<file path="src/rtl/tdma_pkg.sv">
package tdma_pkg;

  // counter width for values 0..n-1, never below one bit
  function automatic int cnt_w(input int n);
    return (n <= 2) ? 1 : $clog2(n);
  endfunction

  // data may flow at in-slot position pos when clear of both guards
  function automatic logic in_data_span(input int pos, input int slot_len,
                                        input int guard);
    return (pos >= guard) && (pos + guard < slot_len);
  endfunction

endpackage

</file>
<file path="src/rtl/tdma_cycle_timer.sv">
module tdma_cycle_timer #(
  parameter int QUERY_TICKS  = 200,
  parameter int REPEAT_TICKS = 3500
) (
  input  logic clk,
  input  logic rst_n,
  input  logic en,
  input  logic tick,
  output logic qphase,
  output logic qreq,
  output logic sweep_start
);
  localparam int CW = tdma_pkg::cnt_w(REPEAT_TICKS);

  logic [CW-1:0] cnt_q, cnt_d;
  logic          qph_q, qph_d;
  logic          req_q, req_d;
  logic          st_q, st_d;

  always_comb begin
    cnt_d = cnt_q;
    qph_d = qph_q;
    req_d = 1'b0;
    st_d  = 1'b0;
    if (!en) begin
      cnt_d = '0;
      qph_d = 1'b0;
    end else if (tick) begin
      cnt_d = (cnt_q == CW'(REPEAT_TICKS - 1)) ? '0 : cnt_q + CW'(1);
      if (cnt_q == '0) begin
        qph_d = 1'b1;
        req_d = 1'b1;
      end
      if (cnt_q == CW'(QUERY_TICKS)) begin
        qph_d = 1'b0;
        st_d  = 1'b1;
      end
    end
  end

  always_ff @(posedge clk or negedge rst_n) begin
    if (!rst_n) begin
      cnt_q <= '0;
      qph_q <= 1'b0;
      req_q <= 1'b0;
      st_q  <= 1'b0;
    end else begin
      cnt_q <= cnt_d;
      qph_q <= qph_d;
      req_q <= req_d;
      st_q  <= st_d;
    end
  end

  assign qphase      = qph_q;
  assign qreq        = req_q;
  assign sweep_start = st_q;

  // a query request always coincides with the start of the query phase
  a_r7_req_in_phase: assert property (@(posedge clk) disable iff (!rst_n)
    req_q |-> qph_q);
  // the sweep is launched only right after a query phase closes
  a_r8_start_after_query: assert property (@(posedge clk) disable iff (!rst_n)
    st_q |-> (!qph_q && $past(qph_q)));

endmodule

</file>
<file path="src/rtl/tdma_slot_seq.sv">
module tdma_slot_seq #(
  parameter int N_SLOTS       = 3,
  parameter int SLOT_TICKS    = 1000,
  parameter int TIMEOUT_TICKS = 4000
) (
  input  logic                                clk,
  input  logic                                rst_n,
  input  logic                                tick,
  input  logic                                start,
  input  logic                                watch_en,
  output logic                                active,
  output logic [tdma_pkg::cnt_w(N_SLOTS)-1:0]    slot_no,
  output logic [tdma_pkg::cnt_w(SLOT_TICKS)-1:0] slot_pos
);
  localparam int SNW = tdma_pkg::cnt_w(N_SLOTS);
  localparam int SCW = tdma_pkg::cnt_w(SLOT_TICKS);
  localparam int TOW = tdma_pkg::cnt_w(TIMEOUT_TICKS + 1);

  logic           act_q, act_d;
  logic [SNW-1:0] no_q, no_d;
  logic [SCW-1:0] cnt_q, cnt_d;
  logic [TOW-1:0] to_q, to_d;
  logic           abort;

  always_comb begin
    act_d = act_q;
    no_d  = no_q;
    cnt_d = cnt_q;
    to_d  = to_q;
    abort = watch_en && !start && tick && (to_q == TOW'(TIMEOUT_TICKS - 1));
    if (!watch_en || start)
      to_d = '0;
    else if (tick && (to_q != TOW'(TIMEOUT_TICKS)))
      to_d = to_q + TOW'(1);
    if (start) begin
      act_d = 1'b1;
      no_d  = '0;
      cnt_d = '0;
    end else if (abort) begin
      act_d = 1'b0;
    end else if (act_q && tick) begin
      if (cnt_q == SCW'(SLOT_TICKS - 1)) begin
        cnt_d = '0;
        if (no_q == SNW'(N_SLOTS - 1)) act_d = 1'b0;
        else                            no_d  = no_q + SNW'(1);
      end else begin
        cnt_d = cnt_q + SCW'(1);
      end
    end
  end

  always_ff @(posedge clk or negedge rst_n) begin
    if (!rst_n) begin
      act_q <= 1'b0;
      no_q  <= '0;
      cnt_q <= '0;
      to_q  <= '0;
    end else begin
      act_q <= act_d;
      no_q  <= no_d;
      cnt_q <= cnt_d;
      to_q  <= to_d;
    end
  end

  assign active   = act_q;
  assign slot_no  = no_q;
  assign slot_pos = cnt_q;

  // the slot number never leaves the user range during a sweep
  a_r2_idx_range: assert property (@(posedge clk) disable iff (!rst_n)
    act_q |-> (no_q < SNW'(N_SLOTS)));
  // an expired watchdog leaves the sweep idle on the next clock
  a_r6_abort_idles: assert property (@(posedge clk) disable iff (!rst_n)
    abort |=> !act_q);
  // with neither tick nor start the sweep position holds
  a_r10_hold_no_tick: assert property (@(posedge clk) disable iff (!rst_n)
    (!tick && !start) |=> ($stable(cnt_q) && $stable(no_q)));

endmodule

</file>
<file path="src/rtl/tdma_tx_window.sv">
module tdma_tx_window #(
  parameter int N_SLOTS     = 3,
  parameter int SLOT_TICKS  = 1000,
  parameter int GUARD_TICKS = 50
) (
  input  logic                                   clk,
  input  logic                                   rst_n,
  input  logic                                   central,
  input  logic                                   qphase,
  input  logic                                   start,
  input  logic                                   data_pending,
  input  logic                                   active,
  input  logic [tdma_pkg::cnt_w(N_SLOTS)-1:0]    slot_no,
  input  logic [tdma_pkg::cnt_w(SLOT_TICKS)-1:0] slot_pos,
  input  logic [tdma_pkg::cnt_w(N_SLOTS)-1:0]    user_id,
  output logic                                   ptt,
  output logic                                   tx_enable
);
  logic pend_q, pend_d;
  logic own;

  always_comb begin
    pend_d = start ? data_pending : pend_q;
    own    = !central && active && pend_q && (slot_no == user_id);
  end

  always_ff @(posedge clk or negedge rst_n) begin
    if (!rst_n) pend_q <= 1'b0;
    else        pend_q <= pend_d;
  end

  always_comb begin
    if (central) begin
      ptt       = qphase;
      tx_enable = qphase;
    end else begin
      ptt       = own;
      tx_enable = own && tdma_pkg::in_data_span(int'(slot_pos), SLOT_TICKS,
                                                GUARD_TICKS);
    end
  end

  // data never flows with the radio unkeyed
  a_r4_tx_within_ptt: assert property (@(posedge clk) disable iff (!rst_n)
    tx_enable |-> ptt);
  // a user keys only with data latched at the query
  a_r3_keyed_needs_data: assert property (@(posedge clk) disable iff (!rst_n)
    (!central && ptt) |-> pend_q);
  // a running data window never moves to another slot
  a_r5_one_slot: assert property (@(posedge clk) disable iff (!rst_n)
    (!central && tx_enable && !start) |=> (!tx_enable || $stable(slot_no)));

endmodule

</file>
<file path="src/rtl/tdma_slot_ctrl.sv">
module tdma_slot_ctrl #(
  parameter int N_USERS       = 3,
  parameter int SLOT_TICKS    = 1000,
  parameter int GUARD_TICKS   = 50,
  parameter int QUERY_TICKS   = 200,
  parameter int REPEAT_TICKS  = 3500,
  parameter int TIMEOUT_TICKS = 4000,
  localparam int UIDW         = tdma_pkg::cnt_w(N_USERS)
) (
  input  logic            clk,
  input  logic            rst_n,
  input  logic            tick,
  input  logic            central_mode,
  input  logic [UIDW-1:0] user_id,
  input  logic            query_det,
  input  logic            data_pending,
  output logic            query_req,
  output logic            tx_enable,
  output logic            ptt,
  output logic            slot_active,
  output logic [UIDW-1:0] slot_idx
);
  localparam int SCW = tdma_pkg::cnt_w(SLOT_TICKS);

  logic            qphase, qreq, hub_start, start;
  logic            active;
  logic [UIDW-1:0] slot_no;
  logic [SCW-1:0]  slot_pos;

  tdma_cycle_timer #(
    .QUERY_TICKS (QUERY_TICKS),
    .REPEAT_TICKS(REPEAT_TICKS)
  ) u_timer (
    .clk        (clk),
    .rst_n      (rst_n),
    .en         (central_mode),
    .tick       (tick),
    .qphase     (qphase),
    .qreq       (qreq),
    .sweep_start(hub_start)
  );

  assign start = central_mode ? hub_start : query_det;

  tdma_slot_seq #(
    .N_SLOTS      (N_USERS),
    .SLOT_TICKS   (SLOT_TICKS),
    .TIMEOUT_TICKS(TIMEOUT_TICKS)
  ) u_seq (
    .clk     (clk),
    .rst_n   (rst_n),
    .tick    (tick),
    .start   (start),
    .watch_en(!central_mode),
    .active  (active),
    .slot_no (slot_no),
    .slot_pos(slot_pos)
  );

  tdma_tx_window #(
    .N_SLOTS    (N_USERS),
    .SLOT_TICKS (SLOT_TICKS),
    .GUARD_TICKS(GUARD_TICKS)
  ) u_win (
    .clk         (clk),
    .rst_n       (rst_n),
    .central     (central_mode),
    .qphase      (qphase),
    .start       (start),
    .data_pending(data_pending),
    .active      (active),
    .slot_no     (slot_no),
    .slot_pos    (slot_pos),
    .user_id     (user_id),
    .ptt         (ptt),
    .tx_enable   (tx_enable)
  );

  assign query_req   = qreq;
  assign slot_active = active;
  assign slot_idx    = slot_no;

  // a remote user never asks for a query frame
  a_r9_no_req_user: assert property (@(posedge clk) disable iff (!rst_n)
    !central_mode |=> !query_req);
  // the hub keys the radio whenever it requests a query
  a_r7_req_keys: assert property (@(posedge clk) disable iff (!rst_n)
    (central_mode && query_req) |-> (ptt && tx_enable));

endmodule

</file>
<file path="config.mk">
export PLATFORM = sky130hd
export DESIGN_NAME = tdma_slot_ctrl
export DESIGN_NICKNAME = d
export VERILOG_FILES = /design/src/rtl/tdma_pkg.sv /design/src/rtl/tdma_cycle_timer.sv /design/src/rtl/tdma_slot_seq.sv /design/src/rtl/tdma_tx_window.sv /design/src/rtl/tdma_slot_ctrl.sv
export SDC_FILE = /design/constraint.sdc
export NUM_CORES = 1
export LEC_CHECK = 0
export ABC_AREA = 1
export BUFFER_PORTS_ARGS = -buffer_cell sky130_fd_sc_hd__buf_2
export CORE_UTILIZATION = 58
export CTS_CLUSTER_DIAMETER = 150
export DETAILED_ROUTE_END_ITERATION = 10
export GPL_TIMING_DRIVEN = 1
export PLACE_DENSITY_LB_ADDON = 0.05
export SKIP_LAST_GASP = 1
export SYNTH_ARGS = -nofsm -noshare
export SYNTH_HDL_FRONTEND = slang
export SYNTH_SLANG_ARGS = --single-unit
</file>
<file path="constraint.sdc">
create_clock -name clk -period 2.2 [get_ports clk]
set_clock_uncertainty 0.15 [all_clocks]
set_input_delay 0 -clock clk [delete_from_list [all_inputs] [get_ports clk]]
set_output_delay 0 -clock clk [all_outputs]
set_load 0.1 [all_outputs]
</file>
==> results of run 1 <==
==> power by group <==
| part | leakage [nW] | internal (mW) | switching (mW) |
|---|---|---|---|
| combinational | 0.924 | 0.0906 | 0.270 |
| sequential | 0.554 | 0.787 | 0.0445 |
| clock | 0.0687 | 0.457 | 0.292 |
| total | 1.55 | 1.33 | 0.607 |
==> cell families after synthesis <==
logic type | Yosys count | share of synthesized area [%]
AO/OA/AOI/OAI | 28 | 6.31
adder cells (fa/ha/maj) | 6 | 2.68
buffers and inverters | 63 | 9.79
AND/OR/NAND/NOR | 253 | 41.1
XOR/XNOR | 11 | 3.44
flip-flops | 41 | 36.7
==> registers in the layout (all words and copies together) (netlist names) <==
name and cells:
u_seq.slot_pos 10, u_timer.cnt_q 12, u_seq.to_q 12, u_win.pend_q 1, u_timer.qreq 1, u_timer.qphase 1, u_seq.active 1, u_timer.sweep_start 1
u_seq.slot_no 2
==> worst paths after layout <==
path	start	end	slack, ps	depth (start not counted)
min in group clk	data_pending	u_win.pend_q	290	4
min	rst_n	u_win.pend_q	210	2
min reg2reg	u_win.pend_q	u_win.pend_q	350	2
max reg2reg	u_timer.cnt_q[3]	u_timer.cnt_q[7]	190	10
max in group asynchronous	rst_n	u_timer.cnt_q[3]	1050	2
max	central_mode	tx_enable	90	8
==> cells in the mapped netlist, drive strengths merged <==
master / number
nand4: 22
nand2: 128
nand3b: 3
nor4: 2
or2: 1
ha: 6
dfrtp: 41
nor3: 10
inv: 50
clkinv: 2
a21oi: 4
a21o: 1
xor2: 11
o21bai: 2
a21boi: 1
nand3: 42
o21ai: 20
clkbuf: 2
buf: 9
nor2: 45
==> through the flow <==
| stage | utilization [%] | setup WS, ps | instance area [um2] | total power [mW] | hold WS (ps) |
|---|---|---|---|---|---|
| after CTS | 68.2 | 63.4 | 3070 | 1.96 | 251 |
| after floorplan | - | 217 | 2810 | 1.12 | -446 |
| after detailed placement | 63.8 | 367 | 2870 | 1.20 | 42.5 |
| final | 68.3 | 93.2 | 3070 | 1.94 | 209 |
| after global routing | 68.3 | 5.99 | 3070 | 2.02 | 326 |
| after global placement | 63.8 | 383 | 2870 | 1.20 | 38.2 |
==> metal layers <==
layer | global-route usage (%) | vias to the layer above
met2 | 46.5 | 86
met5 | 0 | -
met1 | 36.1 | 1200
met3 | 4.22 | 13
li1 | - | 1320
met4 | 8.93 | 0
==> critical path, cell delays in order <==
cell	delay (ps)
dlygate4sd3_1	530
buf_2	210
inv_2	190
nand3_1	90
nor3_1	300
nand3_1	140
o21ai_2	70
buf_2	430
==> area by class of cell <==
cell class	instances	area share, %
multi-input combinational	298	49.0
sequential	41	33.4
inverter	52	6.39
timing repair buffer	21	4.56
clock buffer	5	2.24
clock inverter	3	2.24
tap	52	2.12
==> repair_timing <==
| item | in CTS | in global routing |
|---|---|---|
| resized for setup | 0 | 2 |
| hold buffers | 6 | 0 |
| hold endpoints to repair | 64 | 0 |
| endpoints found under the setup margin | 0 | 1 |
==> qor.txt, run 1 <==
=================================================================================================
Overall die height                                                                        71.5 um
Initial cell density of the core                                                            62.1%
Share of the synthesized area in the top cell type                                          36.7%
Starting DRT DRC Count                                                                        261
Routability Congestion                                                                      0.914
Area of the multi-input gates                                                            1510 um2
Arrival time at the worst endpoint                                                        1960 ps
Overflow after GRT                                                                              0
Non-Filler Instances                                                                          472
Detailed Route WL                                                                         6.31 mm
Highest-count cells in the layout ignoring fill and taps                             nand2_1 (124), inv_1 (49), nand3_1 (41)
Final hold violations                                                                           0
Register area share after synthesis                                                         36.7%
Period utilisation layout                                                                   95.8%
Worst slew margin relative to its limit                                                     38.5%
HPWL after detailed placement                                                             4.55 mm
Cell area after synthesis                                                                2800 um2
Post-synthesis cell type with the largest combined area                                   dfrtp_1
Worst vdd ir                                                                           0.000405 V
Number of buffers inserted by port buffering                                                   13
Number of pins with negative max-slew slack in the final report                                 0
Pin count of the biggest net entering global routing                                           42
Htree depth                                                                                     2
DRT antenna net count                                                                           0
Power Dens Cells                                                                       632 nW/um2
Cells after Synth                                                                             402
Layout Area Growth over Synthesis                                                           9.88%
GRT Util Overall                                                                            27.4%
Net count of the mapped netlist                                                               416
Maximum fanout encountered on the critical timing path                                         10
Number of antenna violations at the first check in global routing                               0
Routed length per instance                                                                13.4 um
Met2 routed WL                                                                            2.88 mm
Crit path required time                                                                   2050 ps
TritonCTS clock tree                                                                        built
Setup total negative slack                                                                   0 ps
Largest buffer count on any clock path                                                          2
Die X-Extent                                                                              71.5 um
Worst slew pin tran                                                                        922 ps
Setup repair after global routing missed its margin                                            no
Highest metal layer used by the detailed router                                              met4
Fin crit period                                                                           2110 ps
Max capacitance violation total                                                                 0
Rows                                                                                           24
Type of destination of the critical path                                               output pin
Fraction of layout instances using a drive strength above 1                                 11.2%
Number of nets in the layout                                                                  433
Count of pins on the block boundary                                                            14
Skew-Pair Late Insertion Delay                                                             300 ps
Global-route wire length before repair                                                    11.0 mm
Root Buffer                                                                              clkbuf_8
Result of the run                                                                       completed
Leak                                                                                      1.55 nW
Worst Hold Class                                                                         in2async
Total instance count after detailed placement                                                 458
Peak clock frequency supported by timing                                                0.475 GHz
Startpoint types                                                                        input pin
Antenna cells                                                                                   0
Count of TritonRoute iterations in the first routing pass                                       5
Crit Path Category                                                                         in2out
Area of the core region                                                                  4500 um2
Warnings, synthesis                                                                             0
Synthesized area per cell                                                                6.96 um2
Leading post-synthesis cells by cell area                                            dfrtp_1 (37%), nand2_1 (17%), nand3_1 (7.3%)
Area taken by flip-flops and latches                                                     1030 um2
Setup Viol. Count Final                                                                         0
CTS Buf Count                                                                                   5
Total number of vias                                                                         2619
Final-layout fill cell count                                                                  386
Vias per inst                                                                                5.55
Number of global-route vias before repair                                                    2450
Most common library cell in the layout ignoring fill and taps                             nand2_1
Number of distinct library cell variants in the gate-level netlist after synthesis             33
Clock-pin transition on the worst setup and hold timing paths                               90 ps
Yosys reg bits                                                                                 41
DR DRC count                                                                                    0
Post CTS Setup Buffer Count                                                                     0
Met3 Routed Length                                                                         273 um
Detailed-routing wirelength on met1                                                       3.01 mm
TritonCTS sink count                                                                           41
Total Die Area                                                                           5110 um2
=================================================================================================
(Power assumes the default switching activity.)
==> run 2: changes to the inputs <==
Settings changed: CORE_UTILIZATION 58 to 61, CTS_CLUSTER_DIAMETER 150 to default.
==> qor.txt, run 2 (synthesis results as in run 1) <==
================================================================================
Clock-pin transition on the worst setup and hold timing paths              70 ps   was 90 ps
Peak clock frequency supported by timing                               0.482 GHz   was 0.475 GHz
HPWL after detailed placement                                            4.44 mm   was 4.55 mm
Global-route wire length before repair                                   10.7 mm   was 11.0 mm
DRT antenna net count                                                          0   unchanged
Startpoint types                                                       input pin   unchanged
Crit Path Category                                                        in2out   unchanged
Leak                                                                     1.53 nW   was 1.55 nW
Worst hold margin                                                         224 ps   was 209 ps
Highest-count cells in the layout ignoring fill and taps            nand2_1 (124), inv_1 (49), nand3_1 (41)   unchanged
CTS Buf Count                                                                  5   unchanged
Slowest Stage Delay on Critical Path                                      520 ps   was 530 ps
Highest-utilization routing layer at the global route stage                 met2   unchanged
Setup total negative slack                                                  0 ps   unchanged
Met3 routing resource usage after global routing                           4.36%   was 4.22%
Setup repair after global routing missed its margin                           no   unchanged
DR DRC count                                                                   0   unchanged
Most common library cell in the layout ignoring fill and taps            nand2_1   unchanged
TritonCTS sink count                                                          41   unchanged
Number of global-route vias before repair                                   2480   was 2450
Total Die Area                                                          4860 um2   was 5110 um2
Total number of vias                                                        2611   was 2619
Vias per inst                                                               5.53   was 5.55
Result of the run                                                      completed   unchanged
Met2 Usage GRT                                                             44.3%   was 46.5%
Antenna cells                                                                  0   unchanged
Worst slew margin relative to its limit                                    39.5%   was 38.5%
Power Dens Cells                                                      555 nW/um2   was 632 nW/um2
Number of buffers inserted by port buffering                                  13   unchanged
TritonCTS clock tree                                                       built   unchanged
Number of antenna violations at the first check in global routing              0   unchanged
Period utilisation layout                                                  94.4%   was 95.8%
Depth of the most critical reg-to-reg path                                    10   unchanged
Worst slew pin tran                                                       908 ps   was 922 ps
Cell chain of the critical path                                     dlygate4sd3_1 -> buf_2 -> inv_2 -> nand3_1 -> nor3_1 -> nand3_1 -> o21ai_2 -> buf_2   unchanged
Fraction of layout instances using a drive strength above 1                11.2%   unchanged
Max capacitance violation total                                                0   unchanged
Routed length per instance                                               12.8 um   was 13.4 um
GR Util met1                                                               37.5%   was 36.1%
Die X-Extent                                                             69.7 um   was 71.5 um
Arrival time at the worst endpoint                                       1930 ps   was 1960 ps
Htree depth                                                                    2   unchanged
Crit-path slowest cell                                              dlygate4sd3_1   unchanged
Overall die height                                                       69.7 um   was 71.5 um
Pin count of the biggest net entering global routing                          42   unchanged
GRT Util Overall                                                           27.5%   was 27.4%
Overflow after GRT                                                             0   unchanged
Setup Viol. Count Final                                                        0   unchanged
Worst Hold Class                                                        in2async   unchanged
Rows                                                                          24   unchanged
Final hold violations                                                          0   unchanged
Count of pins on the block boundary                                           14   unchanged
Maximum fanout encountered on the critical timing path                        10   unchanged
Root Buffer                                                             clkbuf_8   unchanged
Count of TritonRoute iterations in the first routing pass                      5   unchanged
Type of destination of the critical path                              output pin   unchanged
Detailed Route WL                                                        6.03 mm   was 6.31 mm
Number of nets in the layout                                                 434   was 433
Fin crit period                                                          2080 ps   was 2110 ps
Area of the core region                                                 4380 um2   was 4500 um2
Post CTS Setup Buffer Count                                                    0   unchanged
Layout Area Growth over Synthesis                                          8.50%   was 9.88%
Routability Congestion                                                     0.919   was 0.914
Crit path required time                                                  2050 ps   about the same
Worst vdd ir                                                          0.000366 V   was 0.000405 V
Starting DRT DRC Count                                                       238   was 261
Largest buffer count on any clock path                                         2   unchanged
Number of pins with negative max-slew slack in the final report                0   unchanged
Initial cell density of the core                                           63.8%   was 62.1%
Skew-Pair Late Insertion Delay                                            290 ps   was 300 ps
================================================================================
==> run 2: cell types whose count changed in the layout (fill, tap and decap cells not counted), sizes merged <==
cell,delta
inv,-1
buf,+1
clkbuf,+2
bufinv,-2
==> run 2: routing by layer <==
layer	vias up	routed length [um]
met5	-	0
met3	16	329
met2	72	2820
met1	1200	2740
met4	0	144
li1	1323	-
==> run 2: critical path, delay by kind of cell <==
kind,cells,cell delay [ps]
AO/OA/AOI/OAI,1,70
buffers and inverters,4,1330
AND/OR/NAND/NOR,3,520
==> run 2: layout make-up <==
cell class	count	area, um2
Multi-Input combinational cell	298	1510
Inverter	52	196
Clock buffer	7	86.3
Tap cell	52	65.1
Sequential cell	41	1030
Fill cell	401	1350
Timing Repair Buffer	22	148
==> run 2: path summary, 6_finish.rpt <==
path,from,endpoint,slack [ps]
min in group clk,data_pending,u_win.pend_q,320
max reg2reg,u_timer.cnt_q[3],u_timer.cnt_q[7],230
max,central_mode,tx_enable,120
max in group asynchronous,rst_n,u_timer.cnt_q[3],1050
min reg2reg,u_timer.cnt_q[9],u_timer.cnt_q[9],350
min,rst_n,u_seq.to_q[0],220
==> run 2: per-stage QoR <==
stage / cell area [um2] / util (%) / cells / power [mW] / worst slack [ps]
after floorplan: 2810 / - / 402 / 1.12 / 217
after global placement: 2880 / 65.7 / 459 / 1.19 / 399
after detailed placement: 2880 / 65.7 / 459 / 1.20 / 332
after CTS: 3030 / 69.0 / 472 / 1.71 / 118
after global routing: 3040 / 69.2 / 472 / 1.76 / 26.0
final: 3040 / 69.2 / 472 / 1.69 / 124
==> run 2: where the power goes <==
part | internal, mW | switching [mW] | leakage (nW)
Clock | 0.249 | 0.244 | 0.0443
Sequential | 0.788 | 0.0433 | 0.554
Combinational | 0.0902 | 0.271 | 0.930
Total | 1.13 | 0.559 | 1.53
==> run 2: timing repair <==
item / 4_1_cts / 5_1_grt
endpoints found under the hold margin: 66 / 0
setup endpoints to repair: 0 / 1
hold buffers: 6 / 0
gates resized for setup: 0 / 3
